[config.mk]
export PLATFORM = sky130hd
export DESIGN_NAME = ptr_regfile
export DESIGN_NICKNAME = d
export VERILOG_FILES = /design/src/rtl/ptr_regfile_pkg.sv /design/src/rtl/ptr_step.sv /design/src/rtl/ptr_bank.sv /design/src/rtl/ptr_seq.sv /design/src/rtl/ptr_regfile.sv
export SDC_FILE = /design/constraint.sdc
export NUM_CORES = 1
export LEC_CHECK = 0
export ABC_AREA = 1
export BUFFER_PORTS_ARGS = -buffer_cell sky130_fd_sc_hd__clkbuf_2
export CORE_MARGIN = 1
export CORE_UTILIZATION = 55
export DETAILED_ROUTE_END_ITERATION = 8
export PLACE_DENSITY_LB_ADDON = 0.15
export SETUP_SLACK_MARGIN = 0.2
export SLEW_MARGIN = 20
export SYNTH_ARGS = -nofsm -noshare
export SYNTH_HDL_FRONTEND = slang
export SYNTH_HIERARCHICAL = 1
export SYNTH_SLANG_ARGS = --single-unit
[constraint.sdc]
create_clock -name clk -period 2.6 [get_ports clk]
set_input_delay 0.13 -clock clk [delete_from_list [all_inputs] [get_ports clk]]
set_output_delay 0.13 -clock clk [all_outputs]
set_load 0.1 [all_outputs]
[src/rtl/ptr_regfile_pkg.sv]
package ptr_regfile_pkg;

    typedef enum logic [1:0] {
        RULE_FIXED,
        RULE_POST_INC,
        RULE_STACK
    } step_rule_t;

    typedef enum logic [1:0] {
        S_IDLE,
        S_FIRST,
        S_SECOND,
        S_DONE
    } seq_state_t;

    function automatic step_rule_t rule_of(input int idx, input int sp_idx,
                                           input int auto_lo);
        if (idx == sp_idx)
            return RULE_STACK;
        else if (idx >= auto_lo)
            return RULE_POST_INC;
        else
            return RULE_FIXED;
    endfunction

endpackage

[src/rtl/ptr_step.sv]
module ptr_step
    import ptr_regfile_pkg::*;
#(
    parameter int         DW   = 16,
    parameter step_rule_t RULE = RULE_FIXED
) (
    input  logic [DW-1:0] cur,
    input  logic          is_write,
    output logic [DW-1:0] nxt
);

    localparam logic [DW-1:0] ONE = {{(DW-1){1'b0}}, 1'b1};

    always_comb begin
        unique case (RULE)
            RULE_POST_INC: nxt = cur + ONE;
            RULE_STACK:    nxt = is_write ? (cur - ONE) : (cur + ONE);
            default:       nxt = is_write ? cur : cur;
        endcase
    end

endmodule

[src/rtl/ptr_bank.sv]
module ptr_bank
    import ptr_regfile_pkg::*;
#(
    parameter int          NREG     = 8,
    parameter int          DW       = 16,
    parameter int          SP_IDX   = 6,
    parameter int          PC_IDX   = 7,
    parameter int          AUTO_LO  = 4,
    parameter logic [15:0] RESET_PC = 16'h1000,
    localparam int         IW       = $clog2(NREG)
) (
    input  logic               clk,
    input  logic               rst_n,
    input  logic               wr_en,
    input  logic [IW-1:0]      wr_sel,
    input  logic [DW-1:0]      wr_data,
    input  logic               step_en,
    input  logic [IW-1:0]      step_sel,
    input  logic               step_write,
    output logic [NREG*DW-1:0] regs_flat
);

    for (genvar g = 0; g < NREG; g++) begin : g_reg
        localparam step_rule_t    RULE_G = rule_of(g, SP_IDX, AUTO_LO);
        localparam logic [DW-1:0] INIT_G = (g == PC_IDX) ? DW'(RESET_PC) : '0;

        logic [DW-1:0] val_q;
        logic [DW-1:0] val_nxt;

        ptr_step #(
            .DW   (DW),
            .RULE (RULE_G)
        ) u_step (
            .cur      (val_q),
            .is_write (step_write),
            .nxt      (val_nxt)
        );

        always_ff @(posedge clk) begin
            if (!rst_n)
                val_q <= INIT_G;
            else if (wr_en && (wr_sel == IW'(g)))
                val_q <= wr_data;
            else if (step_en && (step_sel == IW'(g)))
                val_q <= val_nxt;
        end

        assign regs_flat[g*DW +: DW] = val_q;
    end

endmodule

[src/rtl/ptr_seq.sv]
module ptr_seq
    import ptr_regfile_pkg::*;
#(
    parameter int  NREG = 8,
    localparam int IW   = $clog2(NREG)
) (
    input  logic          clk,
    input  logic          rst_n,
    input  logic          req_valid,
    input  logic [IW-1:0] req_reg,
    input  logic          req_write,
    input  logic          dbl_flag,
    output seq_state_t    state,
    output logic [IW-1:0] acc_reg,
    output logic          acc_write,
    output logic          acc_dbl,
    output logic          step_en,
    output logic          mem_rd,
    output logic          mem_wr,
    output logic          lo_cap,
    output logic          done
);

    seq_state_t    state_q, state_d;
    logic [IW-1:0] reg_q;
    logic          write_q;
    logic          dbl_q;

    // state register and captured request fields
    always_ff @(posedge clk) begin
        if (!rst_n) begin
            state_q <= S_IDLE;
            reg_q   <= '0;
            write_q <= 1'b0;
            dbl_q   <= 1'b0;
        end else begin
            state_q <= state_d;
            if (state_q == S_IDLE && req_valid) begin
                reg_q   <= req_reg;
                write_q <= req_write;
                dbl_q   <= dbl_flag && !req_write;
            end
        end
    end

    // transitions
    always_comb begin
        state_d = state_q;
        unique case (state_q)
            S_IDLE:   if (req_valid) state_d = S_FIRST;
            S_FIRST:  state_d = dbl_q ? S_SECOND : S_DONE;
            S_SECOND: state_d = S_DONE;
            S_DONE:   state_d = S_IDLE;
            default:  state_d = S_IDLE;
        endcase
    end

    // outputs
    always_comb begin
        mem_rd  = 1'b0;
        mem_wr  = 1'b0;
        step_en = 1'b0;
        lo_cap  = 1'b0;
        done    = 1'b0;
        unique case (state_q)
            S_IDLE: ;
            S_FIRST: begin
                mem_rd  = !write_q;
                mem_wr  = write_q;
                step_en = 1'b1;
            end
            S_SECOND: begin
                mem_rd  = 1'b1;
                step_en = 1'b1;
                lo_cap  = 1'b1;
            end
            S_DONE:  done = 1'b1;
            default: ;
        endcase
    end

    assign state     = state_q;
    assign acc_reg   = reg_q;
    assign acc_write = write_q;
    assign acc_dbl   = dbl_q;

endmodule

[src/rtl/ptr_regfile.sv]
module ptr_regfile
    import ptr_regfile_pkg::*;
#(
    parameter int          NREG     = 8,
    parameter int          DW       = 16,
    parameter int          BW       = 8,
    parameter int          SP_IDX   = 6,
    parameter int          PC_IDX   = 7,
    parameter int          AUTO_LO  = 4,
    parameter logic [15:0] RESET_PC = 16'h1000
) (
    input  logic          clk,
    input  logic          rst_n,
    input  logic          wr_en,
    input  logic [2:0]    wr_sel,
    input  logic [15:0]   wr_data,
    input  logic [2:0]    rd_sel,
    output logic [15:0]   rd_data,
    input  logic          dbl_arm,
    output logic          dbl_flag,
    input  logic          req_valid,
    input  logic [2:0]    req_reg,
    input  logic          req_write,
    output logic [15:0]   mem_addr,
    output logic          mem_rd,
    output logic          mem_wr,
    input  logic [15:0]   mem_rdata,
    output logic          op_done,
    output logic [15:0]   op_data
);

    localparam int IW = $clog2(NREG);

    logic [NREG*DW-1:0] regs_flat;
    logic [DW-1:0]      reg_arr [NREG];

    seq_state_t    state;
    logic [IW-1:0] acc_reg;
    logic          acc_write;
    logic          acc_dbl;
    logic          step_en;
    logic          lo_cap;
    logic          second_phase;

    logic          dbl_q;
    logic [BW-1:0] lo_q;
    logic [DW-1:0] hold_q;
    logic [DW-1:0] assembled;

    ptr_bank #(
        .NREG     (NREG),
        .DW       (DW),
        .SP_IDX   (SP_IDX),
        .PC_IDX   (PC_IDX),
        .AUTO_LO  (AUTO_LO),
        .RESET_PC (RESET_PC)
    ) u_bank (
        .clk        (clk),
        .rst_n      (rst_n),
        .wr_en      (wr_en),
        .wr_sel     (IW'(wr_sel)),
        .wr_data    (DW'(wr_data)),
        .step_en    (step_en),
        .step_sel   (acc_reg),
        .step_write (acc_write),
        .regs_flat  (regs_flat)
    );

    ptr_seq #(
        .NREG (NREG)
    ) u_seq (
        .clk       (clk),
        .rst_n     (rst_n),
        .req_valid (req_valid),
        .req_reg   (IW'(req_reg)),
        .req_write (req_write),
        .dbl_flag  (dbl_q),
        .state     (state),
        .acc_reg   (acc_reg),
        .acc_write (acc_write),
        .acc_dbl   (acc_dbl),
        .step_en   (step_en),
        .mem_rd    (mem_rd),
        .mem_wr    (mem_wr),
        .lo_cap    (lo_cap),
        .done      (op_done)
    );

    for (genvar g = 0; g < NREG; g++) begin : g_view
        assign reg_arr[g] = regs_flat[g*DW +: DW];
    end

    assign second_phase = (state == S_SECOND);
    assign rd_data      = 16'(reg_arr[IW'(rd_sel)]);
    assign mem_addr     = 16'(reg_arr[acc_reg]);

    // byte-mode arm: a new arm wins over the clear at completion
    always_ff @(posedge clk) begin
        if (!rst_n)
            dbl_q <= 1'b0;
        else if (dbl_arm)
            dbl_q <= 1'b1;
        else if (op_done)
            dbl_q <= 1'b0;
    end

    always_ff @(posedge clk) begin
        if (!rst_n)
            lo_q <= '0;
        else if (lo_cap)
            lo_q <= mem_rdata[BW-1:0];
    end

    always_comb begin
        if (acc_write)
            assembled = hold_q;
        else if (acc_dbl)
            assembled = {mem_rdata[BW-1:0], lo_q};
        else
            assembled = DW'(mem_rdata);
    end

    always_ff @(posedge clk) begin
        if (!rst_n)
            hold_q <= '0;
        else if (op_done)
            hold_q <= assembled;
    end

    assign dbl_flag = dbl_q;
    assign op_data  = op_done ? 16'(assembled) : 16'(hold_q);

endmodule

==> summary.txt <==
Mapped Cells = 2504
GPL Wtd Cong = 0.967
die area = 0.0266 mm²
die width = 163 µm
largest net degree at the start of global routing = 68
syn_area_per_cell = 5.70 µm²
first-pass GRT wire length = 75.5 mm
Pwr per Cell Area = 885 mW/mm²
Worst EP arrival = 2.15 ns
DRT Wirelength = 47.7 mm
Synth area leader = dfxtp_1
GR Overflow Total = 0
# port buffers = 98
Root Driver = clkbuf_16
most frequent cell after synthesis = nand2_1
sequential area share after synthesis = 22.5%
layout cells sized above 1 = 11.1%
First-pass DRT Iterations = 6
fin crit period = 2.28 ns
number of synthesized register bits = 160
DR WL/cell = 16.9 µm
GRT Resource Usage Total = 36.5%
top post-synthesis cells by count = 853 x nand2_1, 348 x inv_1, 279 x nand3_1
Synth Warn # = 6
worst hold slack = 0.0469 ns
Top reg by flops = u_bank/g.val_q
Final setup viols = 0
vias in the first global route = 13900
Yosys top cell area share = 22.5%
Hold WC Path Type = input port to register
I/O pin cnt = 99
max_slew headroom = 45.5%
vias per inst = 5.53
final core area utilization = 61.5%
total CTS buffers = 17
Worst setup SP type = register
worst-margin pin slew = 0.816 ns
NumNets Final = 2549
Crit Path Class = register to output pin
Worst Path Required = 2.47 ns
Starting Density = 56.3%
Period Utilization, post-route = 87.8%
Netlist cell types = 31
top area cells in the synthesized netlist = dfxtp_1 22%, nand2_1 22%, nand3_1 9.8%, inv_1 9.2%, nand3b_1 6.1%
drt initial violations = 1835
vias = 15600
Max VDD drop = 1.56 mV
Hold Fails Final Rpt = 0
final slew viol count = 0
EDFF count, synth = 0
Sinks on Clock Net = 160
HPWL after DPL = 32.0 mm
Top Registers = u_bank/g.val_q x128, hold_q x16, lo_q x8
status = completed
core area = 0.0253 mm²
# Max-Cap Violations = 0
maximum clock frequency = 0.438 GHz
net count after synthesis = 2574
area grow syn2layout = 9.25%
Leak = 8.58 nW
setup TNS = 0 ns
ys flop type = dfxtp_1
RSZ-0062 raised after global routing = no
maximum fanout along the worst path = 32
Worst Skew = 0.0122 ns
Critical Path End Type = output pin
TritonCTS clock tree = built
initial antenna violation count = 1
Reg clk slew, reported paths = 0.09 ns
Longest Clk Path Bufs = 2
FFs w/ async S/R, synth = 0%
Residual DRC = 0
antenna viol nets, final = 0
max reg flops = 128
clk_lat worst skew = 0.45 ns
Die H = 163 µm
H-tree depth = 4
num rows = 58
Synth Cell Area = 0.0143 mm²
-- stage by stage --
step	instances	worst slack, ns	area [µm²]	total power [mW]
finish	2824	0.318	15600	13.8
global route	2823	0.242	15600	14.5
CTS	2820	0.297	15500	13.7
detailed placement	2774	0.171	14800	10.9
global placement	2774	0.231	14800	10.8
floorplan	2504	0.374	14300	9.11
-- cell usage in the layout (no fill, tap or decap), drive strengths merged --
cell type | netlist | layout
diode | 0 | 2
buf | 160 | 71
ha | 22 | 22
nand2 | 889 | 889
dfxtp | 160 | 160
nand3b | 116 | 116
o21ai | 37 | 37
nand4 | 10 | 10
inv | 369 | 378
nor2 | 229 | 230
nor3 | 130 | 130
nand3 | 283 | 283
a21oi | 29 | 29
dlygate4sd3 | 0 | 13
a211oi | 1 | 1
fa | 1 | 1
xnor2 | 14 | 14
clkbuf | 31 | 79
clkinv | 8 | 14
xor2 | 15 | 15
-- per-layer routing --
metal | up-vias | GRT usage, % | part of all wire, %
li1 | 7599 | - | -
met1 | 7023 | 49.0 | 41
met2 | 867 | 53.6 | 42
met3 | 137 | 7.82 | 11
met4 | 0 | 21.4 | 5.6
met5 | - | 0 | 0
-- final cells by class --
type | count | area [µm²]
Tap cell | 330 | 413
Antenna cell | 2 | 5.00
Fill cell | 2476 | 9750
Multi-Input combinational cell | 1777 | 8440
Timing Repair Buffer | 146 | 1470
Clock buffer | 17 | 425
Clock inverter | 15 | 201
Sequential cell | 160 | 3210
Inverter | 377 | 1420
-- worst max-delay path: stages, from the launching register on --
cell     delay (ns)
dfxtp_1        0.36
inv_2          0.51
nand3_1        0.25
nand2_1        0.14
nand2_1        0.06
nand2_1        0.17
buf_12         0.20
-- repair_timing --
action | CTS | global route
buffers inserted | 0 | 2
endpoints found under the setup margin | 16 | 12
pin swaps | 0 | 2
hold buffers | 13 | 0
gates resized for setup | 3 | 0
gates cloned | 1 | 0
endpoints found under the hold margin | 14 | 0
-- worst paths after layout --
| path | end | from | cells after the start | slack (ns) |
|---|---|---|---|---|
| setup / recovery | mem_addr[2] | u_seq/acc_reg[1] | 6 | 0.32 |
| hold / removal | hold_q[10] | mem_rdata[10] | 5 | 0.05 |
| setup reg to reg | u_bank/g_reg[6].val_q[14] | u_seq/acc_write | 11 | 0.46 |
| hold reg to reg | u_seq/acc_dbl | dbl_flag | 2 | 0.49 |
-- where the power goes --
group,switching [mW],internal (mW)
registers,0.447,2.92
logic,5.33,2.37
clock network,1.38,1.34
total,7.16,6.63
-- cells by family (layout without fill, tap and decap cells) --
kind of cell,count (synthesis),count (layout),share of synthesized area [%]
AO/OA/AOI/OAI,67,67,2.47
XOR/XNOR,29,29,1.78
adder cells (fa/ha/maj),23,23,2.07
buffers and inverters,568,555,18.5
flip-flops,160,160,22.5
other,0,2,0
AND/OR/NAND/NOR,1657,1658,52.7
(Power assumes the default switching activity.)
